===== src/rtl/xover_pkg.sv =====
package xover_pkg;

  localparam int CMD_W    = 32;
  localparam int DATA_W   = 16;
  localparam int BUSY_BIT = 31;
  localparam int DIR_BIT  = 30;
  localparam int ADDR_LSB = 21;
  localparam int REG_LSB  = 16;
  localparam int FLD_W    = 5;

  typedef enum logic [1:0] {
    ACC_IDLE,
    ACC_POLL,
    ACC_HOLD,
    ACC_SAMP
  } acc_state_t;

  typedef enum logic [1:0] {
    SEQ_IDLE,
    SEQ_SIGNAL,
    SEQ_PAUSE,
    SEQ_LINK
  } seq_state_t;

  function automatic logic [CMD_W-1:0] read_cmd(input logic [FLD_W-1:0] phy,
                                                input logic [FLD_W-1:0] regn);
    logic [CMD_W-1:0] w;
    w = '0;
    w[BUSY_BIT] = 1'b1;
    w[DIR_BIT]  = 1'b0;
    w[ADDR_LSB +: FLD_W] = phy;
    w[REG_LSB  +: FLD_W] = regn;
    return w;
  endfunction

endpackage


===== src/rtl/xover_phy_rd.sv =====
module xover_phy_rd
  import xover_pkg::*;
(
  input  logic              clk,
  input  logic              rst,
  input  logic              go,
  input  logic [CMD_W-1:0]  cmd,
  output logic              reg_wr,
  output logic [CMD_W-1:0]  reg_wdata,
  output logic              reg_rd,
  input  logic [CMD_W-1:0]  reg_rdata,
  output logic              fin,
  output logic [DATA_W-1:0] rdat
);

  acc_state_t st;

  always_ff @(posedge clk) begin
    if (rst) begin
      st        <= ACC_IDLE;
      reg_wr    <= 1'b0;
      reg_wdata <= '0;
      reg_rd    <= 1'b0;
      fin       <= 1'b0;
      rdat      <= '0;
    end else begin
      fin <= 1'b0;
      case (st)
        ACC_IDLE: begin
          if (go) begin
            reg_wr    <= 1'b1;
            reg_wdata <= cmd;
            st        <= ACC_POLL;
          end
        end
        ACC_POLL: begin
          reg_wr <= 1'b0;
          reg_rd <= 1'b1;
          st     <= ACC_HOLD;
        end
        ACC_HOLD: begin
          reg_rd <= 1'b0;
          st     <= ACC_SAMP;
        end
        ACC_SAMP: begin
          if (reg_rdata[BUSY_BIT]) begin
            reg_rd <= 1'b1;
            st     <= ACC_HOLD;
          end else begin
            fin  <= 1'b1;
            rdat <= reg_rdata[DATA_W-1:0];
            st   <= ACC_IDLE;
          end
        end
        default: st <= ACC_IDLE;
      endcase
    end
  end

endmodule


===== src/rtl/xover_tick.sv =====
module xover_tick #(
  parameter int unsigned CYC = 15_000_000
) (
  input  logic clk,
  input  logic rst,
  input  logic kick,
  output logic expire
);

  localparam int unsigned CW = (CYC > 1) ? $clog2(CYC) : 1;
  localparam logic [CW-1:0] LOADV = CW'(CYC - 1);

  logic [CW-1:0] cnt;
  logic          run;

  always_ff @(posedge clk) begin
    if (rst) begin
      cnt    <= '0;
      run    <= 1'b0;
      expire <= 1'b0;
    end else begin
      expire <= 1'b0;
      if (kick) begin
        cnt <= LOADV;
        run <= 1'b1;
      end else if (run) begin
        if (cnt == '0) begin
          run    <= 1'b0;
          expire <= 1'b1;
        end else begin
          cnt <= cnt - 1'b1;
        end
      end
    end
  end

endmodule


===== src/rtl/xover_tries.sv =====
module xover_tries #(
  parameter int unsigned W = 8
) (
  input  logic         clk,
  input  logic         rst,
  input  logic         load,
  input  logic [W-1:0] load_val,
  input  logic         dec,
  output logic         last
);

  logic [W-1:0] cnt;

  always_ff @(posedge clk) begin
    if (rst)       cnt <= '0;
    else if (load) cnt <= load_val;
    else if (dec && cnt != '0) cnt <= cnt - 1'b1;
  end

  assign last = (cnt <= W'(1));

endmodule


===== src/rtl/xover_top.sv =====
module xover_top
  import xover_pkg::*;
#(
  parameter int unsigned CLK_HZ     = 50_000_000,
  parameter int unsigned WAIT_MS    = 300,
  parameter int unsigned SIG_TRIES  = 100,
  parameter int unsigned LINK_TRIES = 100,
  parameter int unsigned PHY_ADDR   = 6,
  parameter int unsigned SIG_REG    = 17,
  parameter int unsigned SIG_BIT    = 1,
  parameter int unsigned LINK_REG   = 1,
  parameter int unsigned LINK_BIT   = 2
) (
  input  logic        clk,
  input  logic        rst,
  input  logic        start,
  output logic        reg_wr,
  output logic [31:0] reg_wdata,
  output logic        reg_rd,
  input  logic [31:0] reg_rdata,
  output logic        mdix_sel,
  output logic        done,
  output logic        ok
);

  localparam int unsigned WAIT_CYC = (CLK_HZ / 1000) * WAIT_MS;
  localparam int unsigned MAXT     = (SIG_TRIES > LINK_TRIES) ? SIG_TRIES : LINK_TRIES;
  localparam int unsigned TW       = $clog2(MAXT + 1);
  localparam logic [TW-1:0] SIG_LD  = TW'(SIG_TRIES - 1);
  localparam logic [TW-1:0] LINK_LD = TW'(LINK_TRIES - 1);
  localparam logic [CMD_W-1:0] SIG_CMD  = read_cmd(FLD_W'(PHY_ADDR), FLD_W'(SIG_REG));
  localparam logic [CMD_W-1:0] LINK_CMD = read_cmd(FLD_W'(PHY_ADDR), FLD_W'(LINK_REG));

  seq_state_t         st;
  logic               acc_go;
  logic [CMD_W-1:0]   acc_cmd;
  logic               acc_fin;
  logic [DATA_W-1:0]  acc_dat;
  logic               tmr_kick;
  logic               tmr_exp;
  logic               try_load;
  logic [TW-1:0]      try_val;
  logic               try_dec;
  logic               try_last;

  xover_phy_rd u_acc (
    .clk       (clk),
    .rst       (rst),
    .go        (acc_go),
    .cmd       (acc_cmd),
    .reg_wr    (reg_wr),
    .reg_wdata (reg_wdata),
    .reg_rd    (reg_rd),
    .reg_rdata (reg_rdata),
    .fin       (acc_fin),
    .rdat      (acc_dat)
  );

  xover_tick #(.CYC(WAIT_CYC)) u_tick (
    .clk    (clk),
    .rst    (rst),
    .kick   (tmr_kick),
    .expire (tmr_exp)
  );

  xover_tries #(.W(TW)) u_tries (
    .clk      (clk),
    .rst      (rst),
    .load     (try_load),
    .load_val (try_val),
    .dec      (try_dec),
    .last     (try_last)
  );

  always_ff @(posedge clk) begin
    if (rst) begin
      st       <= SEQ_IDLE;
      acc_go   <= 1'b0;
      acc_cmd  <= '0;
      tmr_kick <= 1'b0;
      try_load <= 1'b0;
      try_val  <= '0;
      try_dec  <= 1'b0;
      mdix_sel <= 1'b0;
      done     <= 1'b0;
      ok       <= 1'b0;
    end else begin
      acc_go   <= 1'b0;
      tmr_kick <= 1'b0;
      try_load <= 1'b0;
      try_dec  <= 1'b0;
      case (st)
        SEQ_IDLE: begin
          if (start) begin
            done     <= 1'b0;
            ok       <= 1'b0;
            mdix_sel <= 1'b0;
            try_load <= 1'b1;
            try_val  <= SIG_LD;
            if (SIG_TRIES < 2) begin
              done <= 1'b1;
            end else begin
              acc_cmd <= SIG_CMD;
              acc_go  <= 1'b1;
              st      <= SEQ_SIGNAL;
            end
          end
        end
        SEQ_SIGNAL: begin
          if (acc_fin) begin
            if (acc_dat[SIG_BIT]) begin
              mdix_sel <= 1'b0;
              try_load <= 1'b1;
              try_val  <= LINK_LD;
              if (LINK_TRIES < 2) begin
                done <= 1'b1;
                st   <= SEQ_IDLE;
              end else begin
                tmr_kick <= 1'b1;
                st       <= SEQ_PAUSE;
              end
            end else if (try_last) begin
              done <= 1'b1;
              st   <= SEQ_IDLE;
            end else begin
              try_dec <= 1'b1;
              acc_cmd <= SIG_CMD;
              acc_go  <= 1'b1;
            end
          end
        end
        SEQ_PAUSE: begin
          if (tmr_exp) begin
            acc_cmd <= LINK_CMD;
            acc_go  <= 1'b1;
            st      <= SEQ_LINK;
          end
        end
        SEQ_LINK: begin
          if (acc_fin) begin
            if (acc_dat[LINK_BIT]) begin
              done <= 1'b1;
              ok   <= 1'b1;
              st   <= SEQ_IDLE;
            end else begin
              mdix_sel <= ~mdix_sel;
              if (try_last) begin
                done <= 1'b1;
                st   <= SEQ_IDLE;
              end else begin
                try_dec  <= 1'b1;
                tmr_kick <= 1'b1;
                st       <= SEQ_PAUSE;
              end
            end
          end
        end
        default: st <= SEQ_IDLE;
      endcase
    end
  end

endmodule


===== config.mk =====
export PLATFORM = sky130hd
export DESIGN_NAME = xover_top
export DESIGN_NICKNAME = d
export VERILOG_FILES = /design/src/rtl/xover_pkg.sv /design/src/rtl/xover_phy_rd.sv /design/src/rtl/xover_tick.sv /design/src/rtl/xover_tries.sv /design/src/rtl/xover_top.sv
export SDC_FILE = /design/constraint.sdc
export NUM_CORES = 1
export LEC_CHECK = 0
export CAP_MARGIN = 20
export CORE_ASPECT_RATIO = 0.8
export CORE_MARGIN = 5
export CORE_UTILIZATION = 52
export CTS_CLUSTER_DIAMETER = 150
export DETAILED_ROUTE_END_ITERATION = 10
export MAX_ROUTING_LAYER = met4
export PLACE_DENSITY = 0.85
export SLEW_MARGIN = 20
export SYNTH_ARGS = -nofsm -noshare
export SYNTH_HDL_FRONTEND = slang
export SYNTH_SLANG_ARGS = --single-unit

===== constraint.sdc =====
create_clock -name clk -period 3.38 [get_ports clk]
set_input_delay 0.338 -clock clk [delete_from_list [all_inputs] [get_ports clk]]
set_output_delay 0.338 -clock clk [all_outputs]
set_load 0.005 [all_outputs]

== Word level (Yosys, flattened, before mapping) ==
Cells that the tools add are included.

* Memories: 0
* ROM bits: 0
* RAM bits: 0
* Latch bits: 0
* Output and inout bits: 37
* Bits in registers: 121
* Word-level logic and storage cells: 140
* Bits of input ports: 35

* Div/mod/pow operators: 0
* Multiply operators: 0
* Bitwise logic cells: 5
* Shift operators: 0
* Magnitude comparators: 1
* Reductions and logical operators: 28
* Muxes and demuxes: 64
* Add/sub/neg operators: 2
* Eq/ne operators: 19

{| class="wikitable"
|+ Operators with widths
! kind !! count
|-
| 32-bit 2-to-1 mux || 5
|-
| 32-bit one-hot mux with 3 select lines || 1
|-
| 24-bit 2-to-1 mux || 3
|-
| 7-bit 2-to-1 mux || 5
|-
| 1-bit 2-to-1 mux || 28
|-
| 24-bit logical NOT || 1
|-
| 24-bit by 1-bit subtractor with 24-bit output, second input constant || 1
|-
| 2-bit 2-to-1 mux || 10
|-
| 2-bit one-hot mux with 4 select lines || 2
|-
| 2-bit != test, second input constant || 7
|-
| 7-bit one-hot mux with 2 select lines || 1
|-
| 1-bit one-hot mux with 3 select lines || 4
|-
| 2-bit AND reduction || 6
|-
| 6-bit AND reduction || 2
|-
| 2-bit by 1-bit != test with 1-bit output, second input constant || 5
|-
| 1-bit one-hot mux with 2 select lines || 5
|-
| 5-bit AND reduction || 2
|-
| 2-bit nonzero test || 5
|-
| 3-bit nonzero test || 3
|-
| 2-bit == test, second input constant || 4
|-
| 4-bit AND reduction || 2
|-
| 7-bit by 1-bit <= comparator with 1-bit output, second input constant || 1
|-
| 7-bit nonzero test || 1
|-
| 7-bit by 1-bit subtractor with 7-bit output, second input constant || 1
|-
| other kinds (7) || 14
|}

== Logic depth before layout (Yosys ltp) ==
Gate-level depths: netlist (run 1).

* Word-level depth: 5
* Mapped depth: 7
* Mapped depth without buffers: 7

== Hierarchy ==
A second synthesis (run 1) with hierarchy kept.

* Cells, all modules: 519
* Area, all modules: 4350.4 µm²

{| class="wikitable"
|+ By module, submodules not included
! module !! cells each !! area an instance (µm²) !! times used !! seq. area each (µm²)
|-
| xover_phy_rd || 231 || 1866.8 || 1 || 1061.0
|-
| xover_tick || 167 || 1420.1 || 1 || 520.5
|-
| xover_top || 67 || 600.6 || 1 || 240.2
|-
| xover_tries || 54 || 462.9 || 1 || 140.1
|}

== Least setup slack after synthesis (run 1) ==
OpenSTA, ideal clock, no wires.

* Path kind: flip-flop to flip-flop
* Start point: register u_tick.cnt[12]
* End point: register u_tick.cnt[19]
* Library setup time: 0.071 ns
* Path buffers: 0
* Arrival time: 2.022 ns
* Required time: 3.309 ns
* Path slack: 1.287 ns
* Period minus slack after synthesis: 2.093 ns
* Cell stages (with the launch flop): 6
* Cells stage by stage: dfxtp_1 or4_4 or3_1 or3_1 or4_1 a21oi_1

* Cells in the longest elaborated chain, start to end: 3
* Elaborated cells between the ends (all ways): 4
* Classes of those cells: 1 x add/sub; 1 x bitwise; 2 x reduce/logical

{| class="wikitable"
|+ RTL lines
! item !! RTL line !! RTL
|-
| start: declaration || xover_tick.sv:13 || <nowiki>logic [CW-1:0] cnt;</nowiki>
|-
| start signal: assignment || xover_tick.sv:31 || <nowiki>cnt <= cnt - 1'b1;</nowiki>
|-
| parallel branches: the longest is 3 deep, another holds 24-bit by 1-bit subtractor with 24-bit output || -- ||
|}

Several ways; the timed one is not identified.
A chain may end at the register's enable or synchronous reset.

== Final worst setup path (run 1) ==
Same ends and word-level chain as after synthesis.

==> impl_metrics.py, run 1 <==
metrics = {
    "logic_synthesis": {
        "ys_ff_latch": 54,
        "ys.flop_type": "dfxtp_1",
        "yosysSeqAreaShare_pct": 39.8,
        "synth_top_area_share_pct": 39.8,
        "ys_types": 48,
        "synthTopCellsByArea": "dfxtp_1 (40%), buf_4 (8.3%), a21oi_1 (5.3%), xnor2_1 (5.2%), nor3_1 (4.8%)",
        "synth_area_um2": 2720,
        "synth_edf_count": 0,
        "yosysWarnings": 0,
        "syn_inst": 317,
        "synth_area_per_cell_um2": 8.58,
        "synth_top_cell_by_area": "dfxtp_1",
        "async_flop_share_pct": 0,
    },
    "finish": {
        "syn2layout_area_growth_pct": 6.58,
        "instances_no_fill": 389,
        "drive_above_1_share_pct": 5.20,
        "final_util_pct": 57.5,
        "final_area_um2": 2900,
        "nNetsFinal": 364,
        "antenna_cells": 0,
        "final_cell_mix": "dfxtp_1 (54), a21oi_1 (29), conb_1 (27)",
        "final_common_cell": "dfxtp_1",
    },
    "worst_setup_path": {
        "r2r-end": "u_tick.cnt[19]",
        "crit_path_cell_trace": "or4_4, or3_1, or3_1, or4_1, a21oi_1",
        "slowest_delay_ns": 0.56,
        "cpMostUsedCell": "or3_1",
        "path_max_fanout": 6,
        "crit_slowest_cell": "or4_4",
        "critPathBufInv": 0,
        "critPathTopFamily": "simple AND/OR/NAND/NOR gates",
        "worstSetupPathType": "flip-flop to flip-flop",
        "reg2regPathDepth": 5,
        "cp.arrival_ns": 2.47,
        "timing.rr.start": "u_tick.cnt[12]",
        "reg2reg_slack_ns": 1.15,
        "crit_required_ns": 3.63,
        "endpoint_kind": "flip-flop",
        "startpoint_type": "flip-flop",
    },
    "placement": {
        "place_area_um2": 2790,
        "dp_cells": 381,
        "place.gp.congestion": 0.858,
        "io_buffers": 15,
        "hpwl_um": 3710,
    },
    "die": {
        "die_w_um": 90.8,
        "io_pins": 72,
        "rows": 23,
        "core_um2": 5040,
        "design.die.area_um2": 6780,
        "die_height_um": 74.7,
        "initial_core_util_pct": 54.0,
    },
    "clocking": {
        "clock_sinks": 54,
        "cts_max_path_buffers": 2,
        "cts_tree": "done",
        "cts_resized": 0,
        "cts_buffers": 5,
        "clock_latency_ns": 0.32,
        "clkTransAtPathRegs_ns": 0.10,
        "cts_hold_buffers": 0,
        "clockRootBuffer": "clkbuf_8",
        "post_cts_buffers": 0,
        "htree_levels": 2,
    },
    "power": {
        "power_density_nw_per_um2": 403,
        "p_leak_nw": 1.09,
        "peakVddDrop_uv": 332,
    },
    "routing": {
        "vias_per_cell": 5.62,
        "detail_route.wl_per_cell_um": 13.6,
        "dr_total_vias": 2187,
        "routed_wl_um": 5300,
        "dr.pass1.iters": 4,
        "drcViolationCount": 0,
        "ant_nets": 0,
        "drtIter0Drc": 106,
    },
    "timing": {
        "finClkSkew_ns": 0.0109,
        "rsz0062_at_grt": "false",
        "tightest_slew_ns": 0.608,
        "slew_viol_final": 0,
        "finalHoldViolCount": 0,
        "clock.fmax_mhz": 449,
        "period_share_pct": 65.9,
        "slew_headroom_pct": 59.1,
        "setup_viol_count_final": 0,
        "fin_crit_ns": 2.23,
        "setup_tns_ns": 0,
    },
    "global_route": {
        "grt_overflow_total": 0,
        "antenna_found_initial": 0,
        "grt_pass1_vias": 2025,
        "grt_use_total_pct": 16.6,
        "grt_max_degree": 40,
        "grt_pass1_wl_um": 9020,
    },
    "flow_run": {
        "cap_violations": 0,
    },
    "min_path": {
        "hp-class": "flip-flop to flip-flop",
        "worstHoldPathCells": 1,
        "hold_end": "acc_cmd[23]",
        "holdCritStartpoint": "acc_cmd[23]",
    },
    "run_status": {
        "status": "finished clean",
    },
}
-- report_power, final --
group,leakage [nW],total [W],switching (W),internal [W]
clock,0.0579,0.000434,0.000215,0.000218
combinational,0.595,0.0000739,0.0000416,0.0000323
sequential,0.437,0.000661,0.0000120,0.000649
total,1.09,0.00117,0.000269,0.000899
-- cell families after synthesis --
logic type	share of synthesized area, %
muxes	2.25
AOI/OAI and AO/OA	15.1
DFF	39.8
xor gates and xnor gates	6.12
and+or+nand+nor	23.7
other	0.138
buffers and inverters	11.5
adders and majority gates	1.38
-- area by class of cell --
class | instances | area, µm²
tap | 62 | 77.6
multi-input combinational | 236 | 1420
clock buffer | 5 | 68.8
inverter | 13 | 48.8
timing repair buffer | 16 | 158
fill | 453 | 2140
clock inverter | 3 | 40.0
sequential | 54 | 1080
-- flip-flops by register name (all words and copies together), names as in the netlist --
signal,count
try_dec,1
st,2
done,1
acc_cmd,2
u_tick.expire,1
tmr_kick,1
u_acc.reg_rd,1
u_acc.rdat,2
u_tick.run,1
ok,1
acc_go,1
u_acc.st,2
u_tick.cnt,24
u_acc.reg_wdata,2
u_acc.fin,1
try_load,1
u_acc.reg_wr,1
u_tries.cnt,7
try_val,1
mdix_sel,1
-- layer usage --
layer	wire, µm	GRT usage (%)	up-vias
li1	-	-	1096
met5	0	-	-
met4	58	6.35	0
met1	2550	20.4	1024
met3	279	4.20	8
met2	2420	26.8	59
-- metrics by stage --
stage                     total power [W]  hold slack, ns  setup WS (ns)
after global placement           0.000745           0.443           1.21
after CTS                         0.00118           0.474           1.14
after global routing              0.00122           0.491          0.973
after detailed placement         0.000748           0.450           1.17
after floorplan                  0.000746           0.426           1.29
final                             0.00117           0.475           1.15
-- worst max path at each step --
stage / start / to / depth (start not counted) / slack, ns
3_3_place_gp: u_tick.cnt[12] / u_tick.cnt[19] / 5 / 1.21
2_1_floorplan: u_tick.cnt[12] / u_tick.cnt[19] / 5 / 1.29
4_1_cts: u_tick.cnt[12] / u_tick.cnt[19] / 5 / 1.14
5_1_grt: u_tick.cnt[12] / u_tick.cnt[3] / 5 / 0.97
6_report: u_tick.cnt[12] / u_tick.cnt[19] / 5 / 1.15
3_5_place_dp: u_tick.cnt[12] / u_tick.cnt[3] / 5 / 1.17
-- Yosys cell counts, drive strengths merged, types with 2 or more instances --
| library cell | instances |
|---|---|
| nor4b | 4 |
| nor2b | 3 |
| o21a | 3 |
| and4 | 4 |
| o21ai | 6 |
| or4 | 5 |
| nand3 | 3 |
| nand2 | 14 |
| nor2 | 26 |
| a311oi | 2 |
| nor3 | 26 |
| a2111oi | 4 |
| xor2 | 3 |
| a21o | 2 |
| nor3b | 4 |
| a211oi | 4 |
| clkbuf | 8 |
| nand4 | 4 |
| o31ai | 4 |
| buf | 32 |
| ha | 3 |
| mux2i | 5 |
| nand2b | 2 |
| a21oi | 29 |
| and2 | 2 |
| xnor2 | 16 |
| dfxtp | 54 |
| inv | 13 |
| and3 | 2 |
| or3 | 9 |
| nor4 | 8 |
-- worst reg2reg max path, stage by stage (launching register included) --
cell	delay, ns
dfxtp_1	0.38
or4_4	0.56
or3_1	0.34
or3_1	0.33
or4_1	0.41
a21oi_1	0.15
Power figures use the tool's default switching activity.
==> inputs of run 2 (changes only) <==
Settings changed: CORE_UTILIZATION 52 to 48, PLACE_DENSITY 0.85 to 0.79.
Clock period 3.38 ns to 2.15 ns, I/O delays scaled along.
==> run 2 against run 1 <==
- register-to-register slack lost 1.1 ns
- utilization shrank 0.90 points
- total power grew 60%
- sequential cell count is the same
- sequential share of layout area shrank 2.3 points
- cell count grew 8.7%
- cell area grew 6.8%
- sequential power grew 57%
- critical path depth is the same
- via count grew 2.6%
- fmax grew 4.1%
- critical path type unchanged
- largest cell class unchanged
- largest power group unchanged
==> impl_metrics.py, run 2 (synthesis results as in run 1) <==
metrics = {
    "finish": {
        "largest_register_ffs": 24,
        "largest_registers": "u_tick.cnt: 24 flops, u_tries.cnt: 7 flops",
        "final_util_pct": 56.6,
        "fillCellCount": 503,
        "nNetsFinal": 382,
        "final_area_um2": 3100,
        "drive_above_1_share_pct": 12.8,
        "instances_no_fill": 423,
        "final_common_cell": "dfxtp_1",
        "regMostFlops": "u_tick.cnt",
        "final_cell_mix": "dfxtp_1 (52), a21oi_1 (29), conb_1 (27)",
        "syn2layout_area_growth_pct": 13.9,
        "antenna_cells": 0,
    },
    "die": {
        "rows": 24,
        "io_pins": 72,
        "design.die.area_um2": 7280,
        "die_w_um": 94.1,
        "initial_core_util_pct": 49.7,
        "die_height_um": 77.3,
        "core_um2": 5470,
    },
    "placement": {
        "dp_cells": 414,
        "io_buffers": 15,
        "place_area_um2": 2940,
        "hpwl_um": 3830,
        "place.gp.congestion": 0.802,
    },
    "timing": {
        "slew_viol_final": 0,
        "clock.fmax_mhz": 467,
        "rsz0062_at_grt": "true",
        "fin_crit_ns": 2.14,
        "finalHoldViolCount": 0,
        "period_share_pct": 99.6,
        "slew_headroom_pct": 67.2,
        "setup_viol_count_final": 0,
        "finClkSkew_ns": 0.00608,
        "tightest_slew_ns": 0.480,
    },
    "worst_setup_path": {
        "timing.rr.start": "u_tick.cnt[14]",
        "reg2regPathDepth": 5,
        "r2r-end": "u_tick.cnt[19]",
        "cp.arrival_ns": 2.38,
        "crit_required_ns": 2.39,
        "reg2reg_slack_ns": 0.009,
        "cpMostUsedCell": "or3_4",
        "slowest_delay_ns": 0.55,
        "worstSetupPathType": "flip-flop to flip-flop",
        "endpoint_kind": "flip-flop",
        "crit_path_cell_trace": "or4_4, or3_4, or3_4, or4_1, a21oi_1",
        "path_max_fanout": 3,
        "crit_slowest_cell": "or4_4",
        "startpoint_type": "flip-flop",
    },
    "clocking": {
        "cts_buffers": 5,
        "clock_latency_ns": 0.31,
        "htree_levels": 2,
        "clkTransAtPathRegs_ns": 0.10,
        "clockRootBuffer": "clkbuf_8",
        "cts_max_path_buffers": 2,
        "clock_sinks": 54,
        "cts_tree": "done",
    },
    "global_route": {
        "use_met1_pct": 20.1,
        "busiest_layer": "met2",
        "grt_pass1_wl_um": 9280,
        "antenna_found_initial": 0,
        "grt_max_degree": 26,
        "grt_use_total_pct": 15.6,
        "grt_pass1_vias": 2103,
        "met3_usage_pct": 3.33,
        "use_met2_pct": 25.4,
        "grt_overflow_total": 0,
    },
    "run_status": {
        "status": "finished clean",
    },
    "flow_run": {
        "cap_violations": 0,
    },
    "min_path": {
        "hp-class": "flip-flop to flip-flop",
        "worstHoldPathCells": 1,
        "holdCritStartpoint": "acc_cmd[23]",
        "hold_end": "acc_cmd[23]",
    },
    "power": {
        "peakVddDrop_uv": 405,
        "power_density_nw_per_um2": 602,
        "p_leak_nw": 1.18,
    },
    "routing": {
        "dr_total_vias": 2243,
        "ant_nets": 0,
        "drtIter0Drc": 67,
        "dr.pass1.iters": 4,
        "detail_route.wl_per_cell_um": 12.7,
        "routed_wl_um": 5370,
        "vias_per_cell": 5.30,
        "drcViolationCount": 0,
    },
}
==> run 2: worst max path at each step <==
stage	from	end	slack (ns)	cells after the start
2_1_floorplan	u_tick.cnt[12]	u_tick.cnt[19]	0.06	5
3_3_place_gp	u_tick.cnt[12]	u_tick.cnt[19]	0.03	5
3_5_place_dp	u_tick.cnt[12]	u_tick.cnt[19]	0.02	5
4_1_cts	u_tick.cnt[12]	u_tick.cnt[19]	0.004	5
5_1_grt	u_tick.cnt[14]	u_tick.cnt[19]	-0.04	5
6_report	u_tick.cnt[14]	u_tick.cnt[19]	0.009	5
==> run 2: area by class of cell <==
type / instances / area, µm² / area share, %
Timing Repair Buffer: 34 / 293 / 9.46
Sequential cell: 54 / 1080 / 35.0
Tap cell: 78 / 97.6 / 3.15
Inverter: 13 / 48.8 / 1.58
Clock buffer: 5 / 68.8 / 2.22
Multi-Input combinational cell: 236 / 1460 / 47.0
Clock inverter: 3 / 47.5 / 1.54
==> run 2: power breakdown <==
group	internal, W	switching (W)
sequential	0.00102	0.0000186
clock	0.000356	0.000350
combinational	0.0000554	0.0000654
==> run 2: worst max-delay path: cells and delay by family, from the launching register on <==
| family | cells | cell delay (ns) |
|---|---|---|
| and+or+nand+nor | 4 | 1.63 |
| DFF | 1 | 0.33 |
| AOI/OAI and AO/OA | 1 | 0.12 |
==> run 2: metal layers <==
layer / vias up / wire, µm / part of all wire (%)
met5: - / 0 / 0
met3: 4 / 222 / 4.1
met2: 50 / 2500 / 47
met4: 0 / 36 / 0.67
li1: 1139 / - / -
met1: 1050 / 2610 / 49
==> run 2: timing repair <==
item / in CTS / in global routing
hold buffers: 0 / 0
gates cloned: 0 / 0
setup endpoints to repair: 1 / 8
gates resized for setup: 2 / 10
pin swaps: 0 / 2
buffers inserted: 1 / 0
==> run 2: per-stage QoR <==
step / hold WS (ns) / total power [W] / setup TNS, ns / setup slack, ns
after floorplan: 0.306 / 0.00117 / 0 / 0.0567
after global placement: 0.444 / 0.00118 / 0 / 0.0303
after detailed placement: 0.449 / 0.00118 / 0 / 0.0215
after CTS: 0.475 / 0.00189 / 0 / 0.00386
after global routing: 0.496 / 0.00195 / -0.0606 / -0.0441
final: 0.467 / 0.00186 / 0 / 0.00909
==> inputs of run 3 (changes only) <==
Settings changed: CAP_MARGIN 20 to 25, CORE_MARGIN 5 to not set.
==> run 3 against run 2 <==
- sequential share of layout area up 0.21 points
- clock power decreased by 1%
- die area fell by 18%
- total power fell by 0.44%
- non-clock buffer count shrank 3
- count of clock-buffer cells in the layout did not move
- first-iteration DRC count up 140%
- utilization shrank 0.34 points
- routed wire length up 1.5%
- highest routed layer unchanged
- cell area is 0.61% lower
- combinational power about the same
- global-route usage is 4.2 points higher
- critical endpoint unchanged
==> impl_metrics.py, run 3 (synthesis results as in run 1) <==
metrics = {
    "routing": {
        "routed.top_layer": "met4",
        "ant_nets": 0,
        "wl_met2_um": 2470,
        "drcViolationCount": 0,
        "dr_total_vias": 2257,
        "met3_length_um": 274,
        "dr.pass1.iters": 4,
        "routed_wl_um": 5450,
        "detail_route.wl_per_cell_um": 13.0,
        "met1_length_um": 2630,
        "vias_per_cell": 5.37,
        "drtIter0Drc": 158,
    },
    "flow_run": {
        "cap_violations": 0,
    },
    "timing": {
        "slew_headroom_pct": 67.4,
        "slew_viol_final": 0,
        "hold_ws_ns": 0.484,
        "finClkSkew_ns": 0.0115,
        "period_share_pct": 99.7,
        "rsz0062_at_grt": "true",
        "finalHoldViolCount": 0,
        "tightest_slew_ns": 0.477,
        "clock.fmax_mhz": 466,
        "setup_viol_count_final": 0,
        "fin_crit_ns": 2.14,
    },
    "clocking": {
        "clock_sinks": 54,
        "clockRootBuffer": "clkbuf_8",
        "cts_tree": "done",
        "cts_buffers": 5,
        "clkTransAtPathRegs_ns": 0.09,
        "htree_levels": 2,
        "clock_latency_ns": 0.32,
        "cts_max_path_buffers": 2,
    },
    "global_route": {
        "grt_overflow_total": 0,
        "grt_pass1_vias": 2043,
        "grt_use_total_pct": 19.9,
        "grt_max_degree": 39,
        "grt_pass1_wl_um": 9240,
        "antenna_found_initial": 0,
    },
    "worst_setup_path": {
        "crit_path_end": "u_tick.cnt[19]",
        "worstSetupPathType": "flip-flop to flip-flop",
        "startpoint_type": "flip-flop",
        "path_max_fanout": 2,
        "reg2regPathDepth": 5,
        "endpoint_kind": "flip-flop",
        "cp.arrival_ns": 2.39,
        "startpoint": "u_tick.cnt[12]",
        "reg2reg_slack_ns": 0.006,
        "timing.rr.start": "u_tick.cnt[12]",
        "r2r-end": "u_tick.cnt[19]",
        "crit_required_ns": 2.39,
    },
    "min_path": {
        "worstHoldPathCells": 2,
        "hp-class": "flip-flop to flip-flop",
    },
    "finish": {
        "drive_above_1_share_pct": 11.7,
        "nNetsFinal": 379,
        "final_util_pct": 56.3,
        "syn2layout_area_growth_pct": 13.2,
        "antenna_cells": 0,
        "multi_input_area_um2": 1460,
        "final_common_cell": "dfxtp_1",
        "fillCellCount": 491,
        "seq_area_um2": 1080,
        "final_cell_mix": "dfxtp_1 (52), a21oi_1 (28), conb_1 (27)",
        "regMostFlops": "u_tick.cnt",
        "instances_no_fill": 420,
        "largest_register_ffs": 24,
        "largest_registers": "u_tick.cnt: 24 flops, u_tries.cnt: 7 flops",
    },
    "power": {
        "power_density_nw_per_um2": 603,
        "p_leak_nw": 1.17,
        "peakVddDrop_uv": 431,
    },
    "die": {
        "die_height_um": 69.3,
        "design.die.area_um2": 5970,
        "rows": 24,
        "initial_core_util_pct": 49.7,
        "die_w_um": 86.1,
        "core_um2": 5470,
        "io_pins": 72,
    },
    "placement": {
        "hpwl_um": 3760,
        "dp_cells": 411,
        "io_buffers": 15,
        "place.gp.congestion": 0.878,
    },
    "run_status": {
        "status": "finished clean",
    },
}
-- run 3: power by group --
group / internal (W) / switching (W)
Sequential: 0.00102 / 0.0000194
Clock: 0.000349 / 0.000347
Combinational: 0.0000543 / 0.0000660
-- run 3: critical path: stages, from the launching register on --
cell and delay, ns:
dfxtp_2 0.33, or4_4 0.53, or3_4 0.35, or3_4 0.34
or4_4 0.42, a21oi_2 0.12
-- run 3: cell type report --
| type | count | share of cell area (%) |
|---|---|---|
| multi-input combinational | 236 | 47.6 |
| clock buffer | 5 | 2.24 |
| timing repair buffer | 31 | 8.78 |
| inverter | 13 | 1.59 |
| sequential | 54 | 35.2 |
| tap | 78 | 3.17 |
| clock inverter | 3 | 1.42 |
-- run 3: timing repair --
| action | 4_1_cts | 5_1_grt |
|---|---|---|
| gates resized for setup | 2 | 11 |
| hold buffers | 0 | 0 |
| endpoints found under the setup margin | 1 | 10 |
| pin swaps | 1 | 0 |
| cloned | 0 | 0 |
| buffers inserted | 0 | 1 |
-- run 3: worst min path at each step --
| stage | from | end |
|---|---|---|
| after floorplan | rst | acc_go |
| after global placement | acc_cmd[23] | acc_cmd[23] |
| after detailed placement | try_val[5] | try_val[5] |
| after CTS | try_val[5] | try_val[5] |
| after global routing | u_tick.cnt[11] | u_tick.cnt[11] |
| final | try_val[5] | try_val[5] |
-- run 3: per-stage QoR --
step | area, µm² | setup WS (ns) | power [W] | TNS, ns
after global routing | 3080 | -0.0433 | 0.00194 | -0.0433
after global placement | 2910 | 0.0425 | 0.00118 | 0
final | 3080 | 0.00621 | 0.00186 | 0
after detailed placement | 2910 | 0.0441 | 0.00118 | 0
after CTS | 3040 | 0.0157 | 0.00187 | 0
after floorplan | 2820 | 0.0567 | 0.00117 | 0
-- run 3: per-layer routing --
metal	up-vias	global-route usage, %
met3	10	3.81
li1	1124	-
met4	0	7.04
met2	55	29.3
met1	1068	27.3
met5	-	-
